**src/rtl/chrow_pkg.sv**
```systemverilog
package chrow_pkg;
  localparam int CYC_W    = 6;
  localparam int RASTER_W = 9;
  localparam int VC_W     = 10;
  localparam int RC_W     = 3;
  localparam int MATRIX_COLS = 40;

  localparam logic [CYC_W-1:0] CYC_LINE_START  = CYC_W'(1);
  localparam logic [CYC_W-1:0] CYC_VC_LOAD     = CYC_W'(14);
  localparam logic [CYC_W-1:0] CYC_FETCH_FIRST = CYC_W'(16);
  localparam logic [CYC_W-1:0] CYC_FETCH_LAST  = CYC_W'(16 + MATRIX_COLS - 1);
  localparam logic [CYC_W-1:0] CYC_REPEAT_FIRST = CYC_W'(54);
  localparam logic [CYC_W-1:0] CYC_EARLY_SAMPLE = CYC_W'(54 - 1);
  localparam logic [CYC_W-1:0] CYC_ROW_END     = CYC_W'(58);

  localparam logic [RASTER_W-1:0] LINE_FIRST = RASTER_W'(9'h030);
  localparam logic [RASTER_W-1:0] LINE_LAST  = RASTER_W'(9'h0F7);
  localparam logic [RASTER_W-1:0] LINE_TOP   = RASTER_W'(0);

  typedef struct packed {
    logic loadVc;
    logic incVc;
    logic clrRc;
    logic incRc;
    logic latchBase;
    logic clrBase;
  } rowStrobe_t;
endpackage

```
**src/rtl/chrow_ctrl.sv**
```systemverilog
module chrow_ctrl
  import chrow_pkg::*;
(
  input  logic                clk,
  input  logic                rstN,
  input  logic [CYC_W-1:0]    cycleIdx,
  input  logic [RASTER_W-1:0] rasterLine,
  input  logic                denIn,
  input  logic [RC_W-1:0]     yScroll,
  input  logic                rcIsMax,
  output rowStrobe_t          strobe,
  output logic                dispState,
  output logic                badLine
);
  logic frameEn;
  logic frameEnEff;
  logic inWindow;
  logic dispQ;
  logic badEarly;
  logic atRowEnd;

  assign frameEnEff = frameEn | ((rasterLine == LINE_FIRST) & denIn);
  assign inWindow   = (rasterLine >= LINE_FIRST) && (rasterLine <= LINE_LAST);
  assign badLine    = frameEnEff && inWindow && (rasterLine[RC_W-1:0] == yScroll);
  assign atRowEnd   = (cycleIdx == CYC_ROW_END);
  assign dispState  = dispQ;

  always_ff @(posedge clk) begin
    if (!rstN) begin
      frameEn  <= 1'b0;
      dispQ    <= 1'b0;
      badEarly <= 1'b0;
    end else begin
      if (rasterLine == LINE_TOP) frameEn <= 1'b0;
      else if (rasterLine == LINE_FIRST && denIn) frameEn <= 1'b1;

      if (cycleIdx == CYC_EARLY_SAMPLE) badEarly <= badLine;

      if (badLine) dispQ <= 1'b1;
      else if (atRowEnd && rcIsMax) dispQ <= 1'b0;
    end
  end

  always_comb begin
    strobe.loadVc    = (cycleIdx == CYC_VC_LOAD);
    strobe.incVc     = dispQ && (cycleIdx >= CYC_FETCH_FIRST) && (cycleIdx <= CYC_FETCH_LAST);
    strobe.clrRc     = ((cycleIdx == CYC_VC_LOAD) && badLine) || (atRowEnd && rcIsMax && badLine);
    strobe.incRc     = atRowEnd && dispQ && !rcIsMax;
    strobe.latchBase = atRowEnd && rcIsMax && (!badLine || badEarly);
    strobe.clrBase   = (rasterLine == LINE_TOP) && (cycleIdx == CYC_LINE_START);
  end

  // a live fetch line forces display state on the next cycle
  p_disp_follow_r8: assert property (@(posedge clk) disable iff (!rstN)
    badLine |=> dispState);

  // no fetch line outside the active window
  p_bad_window_r1: assert property (@(posedge clk) disable iff (!rstN)
    ((rasterLine < LINE_FIRST) || (rasterLine > LINE_LAST)) |-> !badLine);

  // row 7 with no fetch line ends in idle
  p_idle_entry_r5: assert property (@(posedge clk) disable iff (!rstN)
    (atRowEnd && rcIsMax && !badLine) |=> !dispState);
endmodule

```
**src/rtl/chrow_datapath.sv**
```systemverilog
module chrow_datapath
  import chrow_pkg::*;
(
  input  logic             clk,
  input  logic             rstN,
  input  rowStrobe_t       strobe,
  output logic [RC_W-1:0]  rowCnt,
  output logic [VC_W-1:0]  vidCnt,
  output logic             rcIsMax
);
  logic [VC_W-1:0] vcBase;

  assign rcIsMax = &rowCnt;

  always_ff @(posedge clk) begin
    if (!rstN) begin
      rowCnt <= '0;
      vidCnt <= '0;
      vcBase <= '0;
    end else begin
      if (strobe.clrRc) rowCnt <= '0;
      else if (strobe.incRc) rowCnt <= rowCnt + RC_W'(1);

      if (strobe.loadVc) vidCnt <= vcBase;
      else if (strobe.incVc) vidCnt <= vidCnt + VC_W'(1);

      if (strobe.clrBase) vcBase <= '0;
      else if (strobe.latchBase) vcBase <= vidCnt;
    end
  end

  // the counter only moves on its load or step strobes
  p_vc_quiet_r3: assert property (@(posedge clk) disable iff (!rstN)
    (!strobe.loadVc && !strobe.incVc) |=> $stable(vidCnt));
endmodule

```
**src/rtl/chrow_seq.sv**
```systemverilog
module chrow_seq
  import chrow_pkg::*;
(
  input  logic                clk,
  input  logic                rstN,
  input  logic [CYC_W-1:0]    cycleIdx,
  input  logic [RASTER_W-1:0] rasterLine,
  input  logic                denIn,
  input  logic [RC_W-1:0]     yScroll,
  output logic [RC_W-1:0]     rowCnt,
  output logic [VC_W-1:0]     vidCnt,
  output logic                dispState,
  output logic                badLine
);
  rowStrobe_t strobe;
  logic       rcIsMax;

  chrow_ctrl u_ctrl (
    .clk        (clk),
    .rstN       (rstN),
    .cycleIdx   (cycleIdx),
    .rasterLine (rasterLine),
    .denIn      (denIn),
    .yScroll    (yScroll),
    .rcIsMax    (rcIsMax),
    .strobe     (strobe),
    .dispState  (dispState),
    .badLine    (badLine)
  );

  chrow_datapath u_dp (
    .clk     (clk),
    .rstN    (rstN),
    .strobe  (strobe),
    .rowCnt  (rowCnt),
    .vidCnt  (vidCnt),
    .rcIsMax (rcIsMax)
  );

  // a fetch line on cycle 14 clears the row counter
  p_rc_clear_r2: assert property (@(posedge clk) disable iff (!rstN)
    (cycleIdx == CYC_VC_LOAD && badLine) |=> (rowCnt == '0));

  // display rows below 7 step by one at the row end
  p_rc_step_r4: assert property (@(posedge clk) disable iff (!rstN)
    (cycleIdx == CYC_ROW_END && dispState && rowCnt != '1)
      |=> (rowCnt == $past(rowCnt) + RC_W'(1)));

  // idle entry keeps the row counter at 7
  p_rc_hold_r5: assert property (@(posedge clk) disable iff (!rstN)
    (cycleIdx == CYC_ROW_END && rowCnt == '1 && !badLine) |=> (rowCnt == '1));
endmodule

```
**config.mk**
```make
export PLATFORM = sky130hd
export DESIGN_NAME = chrow_seq
export DESIGN_NICKNAME = d
export VERILOG_FILES = /design/src/rtl/chrow_pkg.sv /design/src/rtl/chrow_ctrl.sv /design/src/rtl/chrow_datapath.sv /design/src/rtl/chrow_seq.sv
export SDC_FILE = /design/constraint.sdc
export NUM_CORES = 1
export LEC_CHECK = 0
export ABC_AREA = 0
export BUFFER_PORTS_ARGS = -buffer_cell sky130_fd_sc_hd__clkbuf_2
export CAP_MARGIN = 40
export CORE_MARGIN = 8
export CORE_UTILIZATION = 40
export CTS_BUF_LIST = sky130_fd_sc_hd__clkbuf_16
export DETAILED_ROUTE_END_ITERATION = 10
export GPL_TIMING_DRIVEN = 0
export HOLD_SLACK_MARGIN = 0.1
export PLACE_DENSITY = 0.74
export SLEW_MARGIN = 20
export SYNTH_ARGS = -nofsm -noshare
export SYNTH_HDL_FRONTEND = slang
export SYNTH_HIERARCHICAL = 1
export SYNTH_SLANG_ARGS = --single-unit
```
**constraint.sdc**
```tcl
create_clock -name clk -period 4.13 [get_ports clk]
set_clock_uncertainty 0.2 [all_clocks]
set_input_delay 0.413 -clock clk [delete_from_list [all_inputs] [get_ports clk]]
set_output_delay 0.413 -clock clk [all_outputs]
set_load 0.01 [all_outputs]
```
## Yosys cells after proc, flatten, opt, wreduce, memory -nomap -nowiden

Cells that the tools add are included.

| cells by class | value |
|---|---|
| multiply operators | 0 |
| eq/ne operators | 6 |
| add/subtract/negate cells | 2 |
| divide/modulo/power cells | 0 |
| reductions and logical operators | 24 |
| $lt $le $gt $ge | 4 |
| shift operators | 0 |
| muxes and demuxes | 4 |
| bitwise logic cells | 3 |

Operators with widths:

| cell | count |
|---|---|
| 2-to-1 mux 10 bit | 2 |
| logical AND 1 bit | 13 |
| == test 6 bit (second input constant) | 2 |
| adder 10 x 1 -> 10 bit (second input constant) | 1 |
| == test 9 x 6 -> 1 bit (second input constant) | 1 |
| >= comparator 9 x 6 -> 1 bit (second input constant) | 1 |
| <= comparator 9 x 8 -> 1 bit (second input constant) | 1 |
| logical NOT 9 bit | 1 |
| == test 6 x 1 -> 1 bit (second input constant) | 1 |
| == test 6 x 4 -> 1 bit (second input constant) | 1 |
| >= comparator 6 x 5 -> 1 bit (second input constant) | 1 |
| <= comparator 6 bit (second input constant) | 1 |
| OR reduction 2 bit | 3 |
| nonzero test 2 bit | 2 |
| adder 3 x 1 -> 3 bit (second input constant) | 1 |
| == test 3 bit | 1 |
| AND reduction 3 bit | 1 |
| logical NOT 1 bit | 2 |
| logical OR 1 bit | 2 |
| 2-to-1 mux 1 bit | 2 |
| bitwise AND 1 bit | 1 |
| NOT 1 bit | 1 |
| bitwise OR 1 bit | 1 |

| storage, ports and cells | value |
|---|---|
| word-level logic and storage cells | 49 |
| output and inout bits | 15 |
| bits in writable memories | 0 |
| memories | 0 |
| flip-flop bits (word level) | 26 |
| bits in latches | 0 |
| bits in read-only memories | 0 |

## Depth between registers and ports, before layout

Gate-level depths: netlist of the first run.

| depth | value |
|---|---|
| word-level depth | 8 |
| gate-level depth with buffers | 7 |
| depth with buffers taken out | 6 |

## Cells and area by module

The synthesis of the first run kept the hierarchy.

By module, submodules not included:

| module | cells each | seq. area each (µm²) | instances | area an instance (µm²) |
|---|---|---|---|---|
| chrow_datapath | 110 | 460.4 | 1 | 1023.5 |
| chrow_ctrl | 39 | 60.1 | 1 | 317.8 |

## Least setup slack after synthesis of the first run

No wires, ideal clock.

| timing | value |
|---|---|
| path type | input-to-reg |
| from | input rasterLine[7] |
| to | register u_dp.vcBase[2] |
| slack | 2.245 ns |
| path buffers | 1 |
| arrival time | 1.558 ns |
| stages on the path | 7 |
| path through | and3_1 a311oi_2 nand3_2 o21ba_1 buf_2 mux2i_1 nor2_1 |

RTL lines:

| item | line | RTL |
|---|---|---|
| start: declaration | chrow_seq.sv:7 | `input logic [RASTER_W-1:0] rasterLine,` |
| end signal: assignment | chrow_datapath.sv:28 | `else if (strobe.latchBase) vcBase <= vidCnt;` |
| end: declaration | chrow_datapath.sv:11 | `logic [VC_W-1:0] vcBase;` |

## Worst setup path in the final report of the first run

| timing | value |
|---|---|
| from | input rasterLine[1] |
| to | output badLine |

| on the way | value |
|---|---|
| longest elaborated chain between the ends | 5 |

Ends and longest elaborated chain:

| item | line | RTL |
|---|---|---|
| parallel branches: the longest is 4 deep, another holds >= comparator 9 x 6 -> 1 bit | - |  |
| logical AND 1 bit (*) | chrow_ctrl.sv:24 | `assign badLine = frameEnEff && inWindow && (rasterLine[RC_W-1:0] == yScroll);` |
| end: declaration | chrow_seq.sv:13 | `output logic badLine` |

Mark *: on every way between the ends.

==> results of run 1 <==
==> flip-flops by register name (all words and copies together) (netlist names) <==
register,count
u_dp/vcBase,10
u_dp/vidCnt,10
u_dp/rowCnt,3
u_ctrl/badEarly,1
u_ctrl/dispState,1
u_ctrl/frameEn,1
==> Yosys cell counts (all sizes together), types with 3 or more instances <==
| master | count | share of area |
|---|---|---|
| dfxtp | 26 | 0.39 |
| nand2 | 5 | 0.014 |
| and3 | 4 | 0.020 |
| nor3b | 4 | 0.022 |
| nand3 | 8 | 0.034 |
| a21oi | 11 | 0.041 |
| nor2 | 24 | 0.067 |
| o21ai | 5 | 0.019 |
| inv | 5 | 0.014 |
| nor3 | 3 | 0.019 |
| mux2i | 14 | 0.10 |
| o22ai | 3 | 0.014 |
| xnor2 | 7 | 0.046 |
| nand4 | 4 | 0.023 |
| ha | 3 | 0.028 |
| xor2 | 6 | 0.039 |
==> cells by family (layout without fill, tap and decap cells) <==
group,after synthesis,after routing,share of synthesized area
compound gates,25,25,0.1185
xor+xnor,13,13,0.08489
simple gates,59,59,0.2472
fa+ha+maj,3,3,0.02799
mux,14,14,0.1045
flops,26,26,0.3881
buf+inv,9,48,0.02892
==> routing by layer <==
layer	GRT usage	vias to the layer above
met1	0.1348	536
li1	-	607
met5	0	-
met4	0.05100	0
met3	0.03411	7
met2	0.1924	33
==> cells in the final DEF, fill, tap and decap left out, drive strengths merged <==
master	Yosys	final
inv	5	5
bufinv	0	1
ha	3	3
a31oi	1	1
o21ai	5	5
nor4	1	1
and3b	1	1
o31ai	1	1
clkbuf	2	40
nor3b	4	4
nand2	5	5
buf	2	2
nor4bb	1	1
nand4	4	4
xnor2	7	7
o21ba	1	1
nor2	24	24
and4b	1	1
a211oi	1	1
a311oi	1	1
nor3	3	3
o22ai	3	3
a31o	1	1
xor2	6	6
and3	4	4
nand3	8	8
dfxtp	26	26
mux2i	14	14
nand2b	2	2
nand4bb	1	1
a21oi	11	11
==> critical path, delay by kind of cell <==
| kind | cells | cell delay, ns |
|---|---|---|
| buf+inv | 3 | 0.31 |
| compound gates | 1 | 0.21 |
| simple gates | 2 | 0.44 |
==> final timing paths <==
| check | from | endpoint | slack (ns) | cells past startpoint |
|---|---|---|---|---|
| setup / recovery | rasterLine[1] | badLine | 2.13 | 6 |
| hold / removal | cycleIdx[2] | u_ctrl/badEarly$_SDFFE_PN0N_ | 0.29 | 3 |
| setup reg to reg | u_dp/rowCnt[0]$_SDFFE_PP0P_ | u_dp/vcBase[9]$_SDFFE_PP0P_ | 2.14 | 7 |
| hold reg to reg | u_ctrl/badEarly$_SDFFE_PN0N_ | u_ctrl/badEarly$_SDFFE_PN0N_ | 0.29 | 2 |
==> stage by stage <==
stage               instances  cell area (sq um)    util
finish                    234               1679  0.5112
global route              234               1679  0.5112
CTS                       234               1679  0.5112
detailed placement        230               1574  0.4792
global placement          230               1574  0.4792
floorplan                 149               1341       -
==> area by class of cell <==
type / count / area (sq um)
clock inverters: 1 / 30.03
clock buffers: 3 / 75.07
fillers: 318 / 1605
well taps: 46 / 57.56
flip-flops and latches: 26 / 520.5
plain buffers: 4 / 20.02
inverters: 5 / 18.77
repair buffers: 35 / 175.2
multi-input cells: 114 / 782.0
==> power by group through the flow <==
stage / clock network [W] / logic (W) / registers [W]
after floorplan: 0 / 0.0000134 / 0.000258
after global placement: 0 / 0.0000311 / 0.000258
after detailed placement: 0 / 0.0000317 / 0.000258
after CTS: 0.000288 / 0.0000319 / 0.000252
after global routing: 0.000298 / 0.0000353 / 0.000252
final: 0.000282 / 0.0000318 / 0.000252
==> impl_results.md, run 1 <==
* Area growth from synthesis to layout at 25.19%
* Layout cells sized above 1 at 0.2606
* TritonCTS clock tree: built
* Highest-delay cell along the critical path: nor4_2
* Arr. time, crit path at 1.39 ns
* Area of the mapped netlist at 1341 sq um
* GRT Overall Usage at 0.1163
* Unrepaired setup endpoints after global routing: false
* Clock buffer count from CTS at 3
* Worst-Margin Slew at 0.5025 ns
* Crit-path cells: clkbuf_2 > nor4_2 > a31o_1 > nand3_2 > inv_1 > clkbuf_2
* Slowest stage delay, CP at 0.32 ns
* Wire length the detailed router placed on met1 at 1.442 mm
* Share of synthesized flip-flops with an asynchronous set or reset at 0
* Met3 wire length at 244 microns
* Cells resized by post-CTS repair at 0
* Setup slack after placement at 1.896 ns
* Routed met2 length at 1.388 mm
* Initial antenna violation count at 0
* Fraction of power spent switching nets at 0.1905
* Core region area at 3284 sq um
* Final hold viol count at 0
* Overall Power at 0.0005654 W
* Portion of total power attributed to sequential cells at 0.446
* Net switching power of the design at 0.0001077 W
* Clock network latency to the later pin of the worst-skew pair at 0.26 ns
* Cell-internal power at 0.0004577 W
* Setup tns final at 0 ns
* Wire length per cell at 13.34 microns
* Wire length of the first global-routing pass at 5.002 mm
* Max-cap violations at 0
* Minimum hold slack at 0.2863 ns
* Number of synthesis warnings at 6
* Maximum fanout count along the critical path at 5
* Sequential area share after synthesis at 0.3881
* Via count at 1183
* Final WL at 3.121 mm
* Count of flip-flops with a built-in enable after synthesis at 0
* Post-CTS setup buffer count at 0
* Ports at 36
* Avg Vias per Cell at 5.056
* Buffers added on ports at 35
* Y dimension of the die at 73.91 microns
* IR drop worst, VDD at 0.1993 mV
* Antenna diode count at 0
* Run status: finished clean
* Most prevalent standard cell on the critical path: clkbuf_2
* Crit share post-route at 0.4851
* Floorplan row count at 21
* Number of nets in the final layout at 213
* Initial cell density of the core at 0.4084
* Worst Setup End Kind: output port
* 1st-pass router iterations at 5
* Hold Buf Count CTS at 0
* Drt drc at 0
* Minimum setup slack in the final design at 2.127 ns
* Power share of the clock group at 0.498
* Clock edge transition at the registers on the reported setup and hold paths at 0.06 ns
* Clock Tree Buf Depth at 2
* Gr ovfl total at 0
* Post-Synthesis Net Count at 173
* Crit Path Class: primary input to output port
* Number of instances in the synthesized netlist at 149
* Routability congestion estimate at 0.7579
* Post-synthesis register bit count at 26
* Most used flip-flop cell after synthesis: dfxtp_1
* Mean Syn Cell Area at 9.002 sq um
* Final setup violation count at 0
* Post-detailed-route count of antenna-violating nets at 0
* Gate power share at 0.056
* Path class of the lowest-slack min-delay path: primary input to flip-flop
* Maximum achievable frequency at 499.2 MHz
* Netlist cell types at 35
* Leakage at 0.6881 nW
* PwrDens at 336.7 nW/um^2
* Max layer used: met4
* H-tree levels at 1
* Normalized max-slew margin at 0.6650
* Critical Path Start Type: primary input
* Pin count of the biggest net entering global routing at 16
* Die span in x at 73.91 microns
* Full die area at 5462 sq um
* Cell at the root of the clock tree: clkbuf_16
* Vias in the first global route at 1144
* Data required time at the worst endpoint at 3.52 ns
* Number of DRC violations after detailed-routing iteration 0 at 53
* Post-DP HPWL at 2.278 mm
* Slew Limit Fails at 0
* Final critical-path required period at 2.003 ns
* Sinks on the clock net at 26
(Power assumes the default switching activity.)
==> run 2, diff against run 1 <==
--- a/config.mk
+++ b/config.mk
@@ -14,7 +14,7 @@
 export DETAILED_ROUTE_END_ITERATION = 10
 export GPL_TIMING_DRIVEN = 0
 export HOLD_SLACK_MARGIN = 0.1
-export PLACE_DENSITY = 0.74
+export PLACE_DENSITY = 0.77
 export SLEW_MARGIN = 20
 export SYNTH_ARGS = -nofsm -noshare
 export SYNTH_HDL_FRONTEND = slang
==> constraint.sdc (replaced) <==
create_clock -name clk -period 1.7 [get_ports clk]
set_clock_uncertainty 0.2 [all_clocks]
set_input_delay 0.17 -clock clk [delete_from_list [all_inputs] [get_ports clk]]
set_output_delay 0.17 -clock clk [all_outputs]
set_load 0.01 [all_outputs]
==> run 2 against run 1 <==
  * The flow now finishes with violations (setup timing)
  * Die area is the same
  * Sequential cell count is the same
  * Design area grew 6.3%
  * Critical path type is now flip-flop to flip-flop
  * Critical endpoint is now u_dp/vcBase[6]$_SDFFE_PP0P_
  * Largest cell class unchanged
==> impl_results.md, run 2 (synthesis results as in run 1) <==
* Post-detailed-route count of antenna-violating nets at 0
* IR drop worst, VDD at 0.3147 mV
* Normalized max-slew margin at 0.6999
* Data required time at the worst endpoint at 1.63 ns
* Commonest non-fill, non-tap cell in the layout: clkbuf_2
* Number of nets in the final layout at 222
* Drt drc at 0
* PwrDens at 669.1 nW/um^2
* Final critical-path required period at 1.766 ns
* Sinks on the clock net at 26
* Avg Vias per Cell at 4.996
* Run status: finished with violations
* Via count at 1209
* Gr ovfl total at 0
* Final WL at 3.226 mm
* Wire length of the first global-routing pass at 5.319 mm
* Largest delay share family, worst path: flip-flops
* Pin count of the biggest net entering global routing at 14
* Antenna diode count at 0
* Buffers added on ports at 35
* Initial cell density of the core at 0.4084
* Worst Setup End Kind: flip-flop
* Number of DRC violations after detailed-routing iteration 0 at 75
* Setup slack after placement at -0.2785 ns
* Area growth from synthesis to layout at 33.12%
* Crit-path cells: ha_4 > ha_4 > nand4bb_1 > o21ba_4 > buf_6 > mux2i_1 > nor2_1
* Final setup violation count at 10
* Worst-Margin Slew at 0.4502 ns
* Full die area at 5462 sq um
* Most frequent cells in the layout: clkbuf_2, nor2_1, dfxtp_1
* Clock Tree Buf Depth at 2
* 1st-pass router iterations at 4
* Most prevalent standard cell on the critical path: ha_4
* Initial antenna violation count at 0
* Failing checks: setup timing
* GRT Overall Usage at 0.1220
* Critical Path Start Type: flip-flop
* Clock network latency to the later pin of the worst-skew pair at 0.25 ns
* Minimum hold slack at 0.09153 ns
* Design Area, Final at 1785 sq um
* Cell at the root of the clock tree: clkbuf_16
* Setup tns final at -0.2877 ns
* Buf+Inv Stages, Crit Path at 1
* Crit share post-route at 1.039
* Arr. time, crit path at 1.69 ns
* Slowest stage delay, CP at 0.36 ns
* Leading registers by flop count: u_dp/vcBase x10, u_dp/vidCnt x10, u_dp/rowCnt x3
* Leakage at 0.7132 nW
* Y dimension of the die at 73.91 microns
* Cell area after placement at 1595 sq um
* H-tree levels at 1
* TritonCTS clock tree: built
* Die span in x at 73.91 microns
* Routability congestion estimate at 0.7545
* Maximum achievable frequency at 566.3 MHz
* Floorplan row count at 21
* Unrepaired setup endpoints after global routing: true
* Vias in the first global route at 1181
* Slew Limit Fails at 0
* Layout cells sized above 1 at 0.3061
* Clock buffer count from CTS at 3
* Ports at 36
* Minimum setup slack in the final design at -0.06581 ns
* Overall Power at 0.001195 W
* Final hold viol count at 0
* Core region area at 3284 sq um
* Maximum fanout count along the critical path at 5
* Crit Path Class: flip-flop to flip-flop
* Post-DP HPWL at 2.117 mm
* Path class of the lowest-slack min-delay path: primary input to flip-flop
* Wire length per cell at 13.33 microns
* Highest-delay cell along the critical path: dfxtp_4
* Max-cap violations at 0
* Clock edge transition at the registers on the reported setup and hold paths at 0.06 ns
[run 2: worst min-delay path, stage by stage]
cell and delay (ns):
clkbuf_2 0.10, a311oi_2 0.04, nand3_2 0.12, a21oi_1 0.08
[run 2: layout make-up]
class	instances	area (sq um)
tap	46	57.56
inverter	5	18.77
fill	285	1499
buffer	3	22.52
timing repair buffer	45	266.5
clock buffer	3	75.07
multi-input combinational	114	818.3
sequential	26	526.8
[run 2: final timing paths]
check / startpoint / slack [ns] / endpoint / cells past startpoint
worst max register to register: u_dp/rowCnt[0]$_SDFFE_PP0P_ / -0.07 / u_dp/vcBase[6]$_SDFFE_PP0P_ / 7
worst min-delay path: rasterLine[8] / 0.09 / u_ctrl/dispState$_SDFFE_PN0P_ / 4
worst min register to register: u_ctrl/dispState$_SDFFE_PN0P_ / 0.27 / u_ctrl/dispState$_SDFFE_PN0P_ / 2
worst max-delay path: u_dp/rowCnt[0]$_SDFFE_PP0P_ / -0.07 / u_dp/vcBase[6]$_SDFFE_PP0P_ / 7
[run 2: repair_timing]
item	in CTS	in global routing
buffers inserted	4	0
hold buffers	5	0
hold endpoints to repair	6	0
endpoints found under the setup margin	11	15
resized for setup	7	2
pin swaps	0	5
gates cloned	1	0
[run 2: metal layers]
layer	track usage	up-vias	wire [microns]
met4	0.05100	0	46
met5	0	-	0
met3	0.02592	5	196
li1	-	628	-
met1	0.1358	547	1347
met2	0.2168	29	1635
[run 2: power by group]
| part | switching, W | internal (W) | total (W) |
|---|---|---|---|
| Combinational | 0.0000452 | 0.0000400 | 0.0000852 |
| Sequential | 0.00000209 | 0.000609 | 0.000611 |
| Clock | 0.000188 | 0.000311 | 0.000499 |
| Total | 0.000235 | 0.000960 | 0.00119 |
[run 2: stage by stage]
step	cells	utilization
after CTS	243	0.5429
final	242	0.5436
after floorplan	149	-
after detailed placement	230	0.4857
after global routing	242	0.5436
after global placement	230	0.4857
